[src/rtl/rh_port_pkg.sv]
package rh_port_pkg;

  localparam int BIT_CONN   = 0;   // read: connected, write: clear enable
  localparam int BIT_EN     = 1;   // read: enabled,   write: set enable
  localparam int BIT_SUSP   = 2;   // read: suspended, write: set suspend
  localparam int BIT_RESUME = 3;   // read: 0,         write: clear suspend
  localparam int BIT_RST    = 4;   // read: resetting, write: start reset
  localparam int BIT_PWR    = 8;   // read: powered,   write: set power
  localparam int BIT_LS     = 9;   // read: low speed, write: clear power
  localparam int BIT_CSC    = 16;  // connect change, write one to clear
  localparam int BIT_RSC    = 20;  // reset change,   write one to clear

  localparam logic [31:0] CMD_MASK =
    (32'd1 << BIT_CONN) | (32'd1 << BIT_EN) | (32'd1 << BIT_SUSP) |
    (32'd1 << BIT_RESUME) | (32'd1 << BIT_RST) | (32'd1 << BIT_PWR) |
    (32'd1 << BIT_LS) | (32'd1 << BIT_CSC) | (32'd1 << BIT_RSC);

  typedef struct packed {
    logic powerNext;
    logic linkNext;
    logic cscSet;
    logic cscClr;
    logic enSet;
    logic enClr;
    logic suspSet;
    logic suspClr;
    logic rstStart;
    logic rscClr;
  } portStrobe_t;

endpackage

[src/rtl/rh_port_ctrl.sv]
module rh_port_ctrl
  import rh_port_pkg::*;
#(
  parameter bit PWR_SWITCH_EN = 1'b1
) (
  input  logic        clk,
  input  logic        rstN,
  input  logic        wrEn,
  input  logic [31:0] wrData,
  input  logic        globalPwrSet,
  input  logic        globalPwrClr,
  input  logic        pwrModePerPort,
  input  logic        pwrMaskBit,
  input  logic        devRemovable,
  input  logic        hubResetDone,
  input  logic        attachIn,
  input  logic        overCurrent,
  input  logic        curCcs,
  input  logic        curPps,
  input  logic        curPrs,
  output portStrobe_t stb
);

  logic perPort;
  logic pwrOn;
  logic pwrOff;
  logic refuse;
  logic linkEvent;
  logic wantEn;
  logic wantSusp;
  logic wantRst;

  assign perPort  = pwrModePerPort & pwrMaskBit;
  assign pwrOn    = perPort ? (wrEn & wrData[BIT_PWR]) : globalPwrSet;
  assign pwrOff   = perPort ? (wrEn & wrData[BIT_LS])  : globalPwrClr;

  assign wantEn   = wrEn & wrData[BIT_EN];
  assign wantSusp = wrEn & wrData[BIT_SUSP];
  assign wantRst  = wrEn & wrData[BIT_RST];
  assign refuse   = (wantEn | wantSusp | wantRst) & ~curCcs;

  always_comb begin
    stb = '0;
    if (!PWR_SWITCH_EN)   stb.powerNext = 1'b1;
    else if (overCurrent) stb.powerNext = 1'b0;
    else if (pwrOff)      stb.powerNext = 1'b0;
    else if (pwrOn)       stb.powerNext = 1'b1;
    else                  stb.powerNext = curPps;

    stb.linkNext = stb.powerNext & attachIn;
    linkEvent    = devRemovable ? (hubResetDone & stb.linkNext)
                                : (stb.linkNext != curCcs);

    stb.cscSet   = linkEvent | refuse;
    stb.cscClr   = wrEn & wrData[BIT_CSC];
    stb.rscClr   = wrEn & wrData[BIT_RSC];
    stb.enSet    = wantEn & curCcs;
    stb.enClr    = wrEn & wrData[BIT_CONN];
    stb.suspSet  = wantSusp & curCcs;
    stb.suspClr  = wrEn & wrData[BIT_RESUME];
    stb.rstStart = wantRst & curCcs & ~curPrs;
  end


  reserved_write_inert_chk: assert property (@(posedge clk) disable iff (!rstN)
    (wrEn && ((wrData & CMD_MASK) == 32'd0)) |->
      !(stb.enSet || stb.suspSet || stb.rstStart || stb.cscClr || stb.rscClr));

endmodule

[src/rtl/rh_port_datapath.sv]
module rh_port_datapath
  import rh_port_pkg::*;
#(
  parameter int unsigned RESET_CYCLES  = 2_500_000,
  parameter bit          PWR_SWITCH_EN = 1'b1
) (
  input  logic        clk,
  input  logic        rstN,
  input  portStrobe_t stb,
  input  logic        lowSpeedIn,
  input  logic        overCurrent,
  output logic [31:0] rdData,
  output logic        ccs,
  output logic        pps,
  output logic        prs
);

  localparam int CW = (RESET_CYCLES > 2) ? $clog2(RESET_CYCLES) : 1;
  localparam logic [CW-1:0] LAST = CW'(RESET_CYCLES - 1);

  logic          pes;
  logic          pss;
  logic          lsda;
  logic          csc;
  logic          prsc;
  logic [CW-1:0] rstCnt;
  logic          rstDone;

  assign rstDone = prs & (rstCnt == LAST) & stb.linkNext;

  always_ff @(posedge clk) begin
    if (!rstN) begin
      pps    <= !PWR_SWITCH_EN;
      ccs    <= 1'b0;
      lsda   <= 1'b0;
      csc    <= 1'b0;
      pes    <= 1'b0;
      pss    <= 1'b0;
      prs    <= 1'b0;
      prsc   <= 1'b0;
      rstCnt <= '0;
    end else begin
      pps  <= stb.powerNext;
      ccs  <= stb.linkNext;
      lsda <= stb.linkNext & lowSpeedIn;

      if (stb.cscSet)      csc <= 1'b1;
      else if (stb.cscClr) csc <= 1'b0;

      if (rstDone)         prsc <= 1'b1;
      else if (stb.rscClr) prsc <= 1'b0;

      if (!stb.linkNext) begin
        pes    <= 1'b0;
        pss    <= 1'b0;
        prs    <= 1'b0;
        rstCnt <= '0;
      end else begin
        if (rstDone) begin
          prs <= 1'b0;
        end else if (prs) begin
          rstCnt <= rstCnt + 1'b1;
        end else if (stb.rstStart) begin
          prs    <= 1'b1;
          rstCnt <= '0;
        end

        if (rstDone)        pes <= 1'b1;
        else if (stb.enClr) pes <= 1'b0;
        else if (stb.enSet) pes <= 1'b1;

        if (stb.suspClr)      pss <= 1'b0;
        else if (stb.suspSet) pss <= 1'b1;
      end
    end
  end

  always_comb begin
    rdData           = '0;
    rdData[BIT_CONN] = ccs;
    rdData[BIT_EN]   = pes;
    rdData[BIT_SUSP] = pss;
    rdData[BIT_RST]  = prs;
    rdData[BIT_PWR]  = pps;
    rdData[BIT_LS]   = lsda;
    rdData[BIT_CSC]  = csc;
    rdData[BIT_RSC]  = prsc;
  end


  power_off_quiet_chk: assert property (@(posedge clk) disable iff (!rstN)
    !pps |-> !(ccs || pes || pss || prs));


  overcurrent_drop_chk: assert property (@(posedge clk) disable iff (!rstN)
    (overCurrent && PWR_SWITCH_EN) |=> !pps);


  csc_event_wins_chk: assert property (@(posedge clk) disable iff (!rstN)
    stb.cscSet |=> csc);


  csc_clear_chk: assert property (@(posedge clk) disable iff (!rstN)
    (stb.cscClr && !stb.cscSet) |=> !csc);


  no_reset_unplugged_chk: assert property (@(posedge clk) disable iff (!rstN)
    !ccs |=> !prs);


  reset_end_flags_chk: assert property (@(posedge clk) disable iff (!rstN)
    ($fell(prs) && ccs) |-> (prsc && pes));

endmodule

[src/rtl/rh_port_reg.sv]
module rh_port_reg
  import rh_port_pkg::*;
#(
  parameter int unsigned RESET_CYCLES  = 2_500_000,
  parameter bit          PWR_SWITCH_EN = 1'b1
) (
  input  logic        clk,
  input  logic        rstN,
  input  logic        wrEn,
  input  logic [31:0] wrData,
  output logic [31:0] rdData,
  input  logic        globalPwrSet,
  input  logic        globalPwrClr,
  input  logic        pwrModePerPort,
  input  logic        pwrMaskBit,
  input  logic        devRemovable,
  input  logic        hubResetDone,
  input  logic        attachIn,
  input  logic        lowSpeedIn,
  input  logic        overCurrent,
  output logic        portResetActive
);

  portStrobe_t stb;
  logic        ccs;
  logic        pps;
  logic        prs;

  rh_port_ctrl #(
    .PWR_SWITCH_EN (PWR_SWITCH_EN)
  ) ctrl_i (
    .clk            (clk),
    .rstN           (rstN),
    .wrEn           (wrEn),
    .wrData         (wrData),
    .globalPwrSet   (globalPwrSet),
    .globalPwrClr   (globalPwrClr),
    .pwrModePerPort (pwrModePerPort),
    .pwrMaskBit     (pwrMaskBit),
    .devRemovable   (devRemovable),
    .hubResetDone   (hubResetDone),
    .attachIn       (attachIn),
    .overCurrent    (overCurrent),
    .curCcs         (ccs),
    .curPps         (pps),
    .curPrs         (prs),
    .stb            (stb)
  );

  rh_port_datapath #(
    .RESET_CYCLES  (RESET_CYCLES),
    .PWR_SWITCH_EN (PWR_SWITCH_EN)
  ) dp_i (
    .clk         (clk),
    .rstN        (rstN),
    .stb         (stb),
    .lowSpeedIn  (lowSpeedIn),
    .overCurrent (overCurrent),
    .rdData      (rdData),
    .ccs         (ccs),
    .pps         (pps),
    .prs         (prs)
  );

  assign portResetActive = prs;

endmodule

[config.mk]
export PLATFORM = sky130hd
export DESIGN_NAME = rh_port_reg
export DESIGN_NICKNAME = d
export VERILOG_FILES = /design/src/rtl/rh_port_pkg.sv /design/src/rtl/rh_port_ctrl.sv /design/src/rtl/rh_port_datapath.sv /design/src/rtl/rh_port_reg.sv
export SDC_FILE = /design/constraint.sdc
export NUM_CORES = 1
export LEC_CHECK = 0
export BUFFER_PORTS_ARGS = -buffer_cell sky130_fd_sc_hd__buf_2
export CAP_MARGIN = 30
export CORE_MARGIN = 8
export CORE_UTILIZATION = 50
export CTS_BUF_LIST = sky130_fd_sc_hd__clkbuf_4 sky130_fd_sc_hd__clkbuf_8
export CTS_CLUSTER_DIAMETER = 60
export DETAILED_ROUTE_END_ITERATION = 7
export GPL_ROUTABILITY_DRIVEN = 0
export HOLD_SLACK_MARGIN = 0.1
export PLACE_DENSITY = 0.81
export SETUP_SLACK_MARGIN = 0.05
export SLEW_MARGIN = 30
export SYNTH_ARGS = -nofsm -noshare
export SYNTH_HDL_FRONTEND = slang
export SYNTH_SLANG_ARGS = --single-unit
export TNS_END_PERCENT = 5
[constraint.sdc]
create_clock -name clk -period 2.3 [get_ports clk]
set_input_delay 0.46 -clock clk [delete_from_list [all_inputs] [get_ports clk]]
set_output_delay 0.46 -clock clk [all_outputs]
set_load 0.005 [all_outputs]
### Word-level counts from Yosys, hierarchy flattened

Index checks and enable logic that the tools add are counted.

* register bits: 30
* input port bits: 44
* output and inout port bits: 33
* word-level logic and storage cells: 65

* $add $sub $neg: 1
* equality and inequality tests: 2
* mux-type cells: 17
* bitwise gates (word level): 28
* reductions and logical operators: 8

Operators with widths (count)
* two-way mux 22 bit: 2
* adder 22 x 1 -> 22 bit (second input constant): 1
* == test 22 bit (second input constant): 1
* bitwise AND 1 bit: 20
* two-way mux 1 bit: 15
* nonzero test 2 bit: 3
* OR reduction 3 bit: 2
* inverter 1 bit: 5
* AND reduction 2 bit: 2
* bitwise OR 1 bit: 3
* nonzero test 3 bit: 1
* inequality test 1 bit: 1

### Depth between registers and ports, before layout

Gate-level depths: netlist (run 1).

* depth after elaboration: 10
* gate-level depth with buffers: 8
* mapped depth without buffers: 6

### Modules after synthesis

From an unflattened synthesis (run 1), not the netlist that was laid out.

* cell total of the unflattened synthesis: 245
* area total of the unflattened synthesis: 2021.9 um^2

By module, submodules not included
* rh_port_datapath: times used 1, cells an instance 224, area an instance 1854.3 um^2, seq. area each 600.6 um^2
* rh_port_ctrl: times used 1, cells an instance 21, area an instance 167.7 um^2, seq. area each 0.0 um^2

### Worst setup path after synthesis (run 1)

OpenSTA, ideal clock, no wires.

* path kind: input to register
* from: input globalPwrSet
* to: register dp_i.rstCnt[18]
* setup time: 123 ps
* arrival: 1835 ps
* data required time: 2177 ps
* slack: 342 ps
* stages: 6
* path buffers: 1
* path through: a21boi_1 o311a_4 and4_4 buf_6 nor4_1 mux2_1

* word-level cells in the longest chain between the ends: 8
* elaborated cells between the ends (all ways): 9
* classes of those cells: 4 x mux; 3 x bitwise; 2 x reduce/logical

Ends and longest elaborated chain
* start: declaration: RTL line rh_port_reg.sv:12 `input logic globalPwrSet,`
* two-way mux 1 bit (*): RTL line rh_port_ctrl.sv:34 `assign pwrOn = perPort ? (wrEn & wrData[BIT_PWR]) : globalPwrSet;`
* two-way mux 1 bit (*): RTL line rh_port_ctrl.sv:47 `else if (pwrOn) stb.powerNext = 1'b1;`
* two-way mux 1 bit (*): RTL line rh_port_ctrl.sv:46 `else if (pwrOff) stb.powerNext = 1'b0;`
* two-way mux 1 bit (*): RTL line rh_port_ctrl.sv:45 `else if (overCurrent) stb.powerNext = 1'b0;`
* bitwise AND 1 bit (*): RTL line rh_port_ctrl.sv:50 `stb.linkNext = stb.powerNext & attachIn;`
* bitwise AND 1 bit: RTL line rh_port_datapath.sv:29 `assign rstDone = prs & (rstCnt == LAST) & stb.linkNext;`
* inverter 1 bit (no line)
* AND reduction 2 bit (no line)
* end signal: assignment: RTL line rh_port_datapath.sv:62 `rstCnt <= rstCnt + 1'b1;`
* end: declaration: RTL line rh_port_datapath.sv:26 `logic [CW-1:0] rstCnt;`

Every way passes the cells marked *; elsewhere a longest branch is shown, timed or not.
A chain may end at the register's enable or synchronous reset.

### Worst setup path after layout (run 1)

* from: register dp_i.rstCnt[1]
* to: register dp_i.rstCnt[18]

* word-level cells in the longest chain between the ends: 5
* elaborated cells between the ends (all ways): 7
* classes of those cells: 1 x add/sub; 1 x eq/ne; 1 x mux; 3 x bitwise; 1 x reduce/logical

Ends and longest elaborated chain
* parallel branches: the longest is 5 deep, another holds adder 22 x 1 -> 22 bit

Several ways; the timed one is not identified.

==> metrics, run 1 <==
TritonCTS buffer count=5; Seq/Total Area, Yosys=32.2%; number of fill cells=358; Slew HR=65.1%; number of distinct library cells after synthesis=48; Avg WL per Cell=14.5 µm; RSZ-0062 raised after global routing=false; Fmax achieved=498 MHz; vias in the first global route=1638; drt initial violations=175; Crit Path Max Fanout=18; n_diodes=0; Routed WL=4410 µm; Max clock buf depth=2; result of the run=completed; vias per cell=5.61; non-filler cells, final=305; setup TNS=0 ns; routed vias=1710; largest net degree at the start of global routing=22; Core Rows=22; I/O pins=77; CTS root buf=clkbuf_8; Critical Path Start Type=flop; R2R Setup Slk=0.29 ns; Final Cycle Share=87.2%; crit end category=flop; adder-cell share of the synthesized area=0.671%; Simple-Gate Fraction of Synth Area=29.2%; synthesized area=0.00187 mm²; postcts setup bufs=0; fin nets=301; drt first pass iters=4; clock-pin slew on the worst setup and hold paths=0.07 ns; R2R Path Start=dp_i.rstCnt[1]$_SDFFE_PN0P_; PortBufs=29; VDD IR-drop max=0.000354 V; Slew @ Worst Pin=0.518 ns; EDFF count, synth=0; XOR/XNOR Fraction of Synth Area=0.939%; multiplexer share of the synthesized area=1.21%; Hold Startpoint=wrData[3]; Global Route Usage Sum=15.6%; largest family of logic cells by synthesized area=simple AND/OR/NAND/NOR gates; asr flop ratio synth=0%; DRC violations left=0; minimum clock period after layout=2.01 ns; core region area=0.00363 mm²; die area=0.00594 mm²; Final Hold Vio Count=0; Die Ht=77.1 µm; proportion of layout cells with a drive suffix above 1=21.0%; clock skew=0.0118 ns; clk_lat worst skew=0.29 ns; commonest non-fill, non-tap cell in the layout=dfxtp_1; most frequent cells in the layout=dfxtp_1, buf_2, conb_1, nand2_1, a21oi_1; Placed Cells incl. Taps=297; worst hold path endpoint=dp_i.pss$_SDFFE_PP0P_; HPWL Detailed=3260 µm; Gate Count Post-Synth=232; Hold Path Depth=2; Detail Route Antenna Nets=0; compound-gate portion of the synthesized area=18.8%; maxcap violations=0; number of synthesized register bits=30; Mean Syn Cell Area=8.04 µm²; Syn-to-layout area delta=8.32%; Final Max Slew Viols=0; remaining global-route overflow=0; leakage power=0.743 nW; worst setup path class=flop to flop; PwrDens=515 mW/mm²; # setup viols final=0; first-pass GRT wire length=7620 µm; DIE WIDTH=77.1 µm; CP arrival=2.19 ns; CTS tree=yes; worst reg2reg path depth=6; Critical Path RT=2.48 ns; ys flop type=dfxtp_1; Initial Utilization=51.3%; initial antenna violation count=0; HP Class=input pin to flop; Clock Sinks=30; H-tree Lvls=2; worst r2r dst=dp_i.rstCnt[18]$_SDFFE_PN0P_; Yosys warnings=0
-- worst max path at each step --
stage                                      startpoint                      endpoint  slack, ns  cells after the start
after detailed placement               pwrModePerPort  dp_i.rstCnt[18]$_SDFFE_PN0P_       0.16                      6
after global routing      dp_i.rstCnt[1]$_SDFFE_PN0P_  dp_i.rstCnt[18]$_SDFFE_PN0P_       0.14                      7
after global placement                 pwrModePerPort  dp_i.rstCnt[18]$_SDFFE_PN0P_       0.18                      6
final                     dp_i.rstCnt[1]$_SDFFE_PN0P_  dp_i.rstCnt[18]$_SDFFE_PN0P_       0.29                      6
after floorplan                          globalPwrSet  dp_i.rstCnt[18]$_SDFFE_PN0P_       0.34                      6
after CTS                 dp_i.rstCnt[1]$_SDFFE_PN0P_  dp_i.rstCnt[18]$_SDFFE_PN0P_       0.18                      6
-- cells in the mapped netlist, types with 5 or more instances --
| cell | n | area (µm²) |
|---|---|---|
| dfxtp_1 | 30 | 601 |
| and3_1 | 5 | 31.3 |
| o21ai_0 | 6 | 30.0 |
| clkbuf_1 | 6 | 22.5 |
| a31oi_1 | 5 | 31.3 |
| nor3_1 | 5 | 25.0 |
| nand2_1 | 19 | 71.3 |
| nand4_1 | 12 | 75.1 |
| nor2_1 | 10 | 37.5 |
| nand3_1 | 12 | 60.1 |
| or3_1 | 7 | 43.8 |
| buf_4 | 33 | 248 |
| a21oi_1 | 18 | 90.1 |
-- power breakdown --
part	leakage [nW]	switching [W]	internal, W
sequential	0.242	0.00000198	0.000522
combinational	0.454	0.0000394	0.0000284
clock	0.0472	0.000208	0.000240
total	0.743	0.000249	0.000791
-- what timing repair did --
| item | in CTS | in global routing |
|---|---|---|
| resized for setup | 0 | 1 |
| endpoints found under the setup margin | 0 | 2 |
| hold buffers | 0 | 0 |
-- cell type report --
class	instances	area, µm²	area share, %
multi-input cells	178	1040	51.7
flip-flops and latches	30	601	29.7
repair buffers	37	205	10.2
clock buffers	6	82.6	4.09
well taps	48	60.1	2.97
inverters	4	15.0	0.743
clock inverters	2	12.5	0.619
-- metrics by stage --
step / utilization [%] / total power (W) / area, µm² / hold slack, ns / worst slack (ns)
after CTS: 55.5 / 0.00105 / 2020 / 0.336 / 0.177
after global placement: 52.9 / 0.000599 / 1920 / 0.448 / 0.183
after detailed placement: 52.9 / 0.000602 / 1920 / 0.455 / 0.157
final: 55.6 / 0.00104 / 2020 / 0.343 / 0.294
after global routing: 55.6 / 0.00109 / 2020 / 0.350 / 0.137
after floorplan: - / 0.000604 / 1950 / 0.435 / 0.342
-- registers in the layout, summed over array words and instances (netlist names) --
register / flops
dp_i.rstCnt: 22
dp_i.ccs: 1
dp_i.csc: 1
dp_i.lsda: 1
dp_i.pes: 1
dp_i.pps: 1
dp_i.prs: 1
dp_i.prsc: 1
dp_i.pss: 1
-- critical path: stages (launching register included) --
cell     delay, ns
dfxtp_1       0.39
ha_1          0.25
nand4_1       0.14
nor3_2        0.32
and4_4        0.41
nor4_1        0.10
mux2_1        0.31
-- cell families after synthesis --
group,Yosys count
AND/OR/NAND/NOR,96
AO/OA/AOI/OAI,53
buffers and inverters,47
flip-flops,30
XOR/XNOR,2
multiplexers,2
adder cells (fa/ha/maj),1
other,1
-- layer usage --
layer / vias up / GRT usage [%] / routed length, µm / part of all wire [%]
met3: 9 / 6.99 / 406 / 9.2
met4: 0 / 8.30 / 95 / 2.2
met2: 71 / 25.4 / 2010 / 46
met5: - / 0 / 0 / 0
li1: 850 / - / - / -
met1: 780 / 16.5 / 1900 / 43
Note: power is estimated with default switching activity, not from simulation.
==> run 2, diff against run 1 <==
--- a/config.mk
+++ b/config.mk
@@ -8,13 +8,13 @@
 export BUFFER_PORTS_ARGS = -buffer_cell sky130_fd_sc_hd__buf_2
 export CAP_MARGIN = 30
 export CORE_MARGIN = 8
-export CORE_UTILIZATION = 50
+export CORE_UTILIZATION = 35
 export CTS_BUF_LIST = sky130_fd_sc_hd__clkbuf_4 sky130_fd_sc_hd__clkbuf_8
 export CTS_CLUSTER_DIAMETER = 60
 export DETAILED_ROUTE_END_ITERATION = 7
 export GPL_ROUTABILITY_DRIVEN = 0
 export HOLD_SLACK_MARGIN = 0.1
-export PLACE_DENSITY = 0.81
+export PLACE_DENSITY = 0.59
 export SETUP_SLACK_MARGIN = 0.05
 export SLEW_MARGIN = 30
 export SYNTH_ARGS = -nofsm -noshare
==> metrics, run 2 (synthesized netlist as in run 1, its figures left out) <==
core region area=0.00514 mm²; Slew @ Worst Pin=0.523 ns; crit end category=flop; Slew HR=64.7%; H-tree Lvls=2; largest net degree at the start of global routing=22; area of the multi-input gates=0.00104 mm²; clock-pin slew on the worst setup and hold paths=0.07 ns; drt first pass iters=4; CP top delay family=simple AND/OR/NAND/NOR gates; n_diodes=0; maxcap violations=0; final worst setup slack=0.265 ns; HPWL Detailed=3470 µm; commonest non-fill, non-tap cell in the layout=dfxtp_1; Crit Path Max Fanout=18; Die Ht=89.0 µm; HP Class=input pin to flop; most frequent cells in the layout=dfxtp_1, buf_2, conb_1, nand2_1, a21oi_1; Global Route Usage Sum=12.3%; postcts setup bufs=0; fin nets=303; slowest cell on the critical path=dfxtp_1; CTS root buf=clkbuf_8; PostCTS Resize Cnt=0; setup TNS=0 ns; Critical Path RT=2.48 ns; # setup viols final=0; vias per cell=5.27; drt initial violations=121; worst setup path class=flop to flop; Critical Path Start Type=flop; number of fill cells=557; max reg flops=22; die area=0.00792 mm²; Max clock buf depth=2; Avg WL per Cell=14.1 µm; proportion of layout cells with a drive suffix above 1=21.2%; crit-path cells=ha_1 > nand4_1 > nor3_1 > buf_4 > and4_4 > nor4_1 > mux2_1; Detail Route Antenna Nets=0; routed vias=1733; PwrDens=527 mW/mm²; Final Max Slew Viols=0; I/O pins=77; Final Hold Vio Count=0; first-pass GRT wire length=7690 µm; CTS tree=yes; Fmax achieved=491 MHz; Routed WL=4650 µm; R2R Setup Slk=0.26 ns; register area=601 µm²; remaining global-route overflow=0; RSZ-0062 raised after global routing=false; clk_lat worst skew=0.29 ns; Core Rows=26; minimum clock period after layout=2.04 ns; initial antenna violation count=0; TritonCTS buffer count=5; DIE WIDTH=89.0 µm; leakage power=0.769 nW; WP buf/inv=1; PortBufs=29; VDD IR-drop max=0.000278 V; result of the run=completed; Biggest register=dp_i.rstCnt; Post-Place Worst Slack=0.181 ns; clock skew=0.00486 ns; vias in the first global route=1633; Syn-to-layout area delta=11.8%; CP arrival=2.21 ns; hold_buf cts=0; Final Cycle Share=88.5%; Initial Utilization=36.3%; Clock Sinks=30; DRC violations left=0; CP peak stage delay=0.41 ns
## run 2: metal layers
metal	track usage, %	wire, µm	part of all wire (%)	vias to the layer above
li1	-	-	-	860
met3	4.14	473	10	7
met4	3.63	54	1.2	0
met2	19.5	2010	43	64
met5	0	0	0	-
met1	15.3	2120	46	802
## run 2: worst paths after layout
kind                          startpoint                      endpoint  depth (start not counted)
max          dp_i.rstCnt[1]$_SDFFE_PN0P_  dp_i.rstCnt[18]$_SDFFE_PN0P_                          7
min                          overCurrent           dp_i.pps$_SDFF_PN0_                          2
max reg2reg  dp_i.rstCnt[1]$_SDFFE_PN0P_  dp_i.rstCnt[18]$_SDFFE_PN0P_                          7
min reg2reg       dp_i.prsc$_SDFFE_PN0P_        dp_i.prsc$_SDFFE_PN0P_                          2
## run 2: cell type report
cell class                 instances  area share [%]
clock buffer                       8            5.28
multi-input combinational        178            49.9
timing repair buffer              39            11.2
inverter                           4           0.720
tap                               70            4.20
sequential                        30            28.8
## run 2: metrics by stage
stage	hold WS (ns)	instance area, µm²	cells	utilization, %	power (W)
after floorplan	0.435	1950	255	-	0.000604
after global placement	0.446	1980	321	38.4	0.000601
after detailed placement	0.461	1980	321	38.4	0.000602
after CTS	0.353	2090	329	40.6	0.00111
after global routing	0.362	2090	329	40.6	0.00115
final	0.360	2090	329	40.6	0.00110
## run 2: where the power goes
part	switching [W]	internal [W]
Combinational	0.0000390	0.0000287
Clock	0.000205	0.000302
Sequential	0.00000213	0.000522
Total	0.000246	0.000853
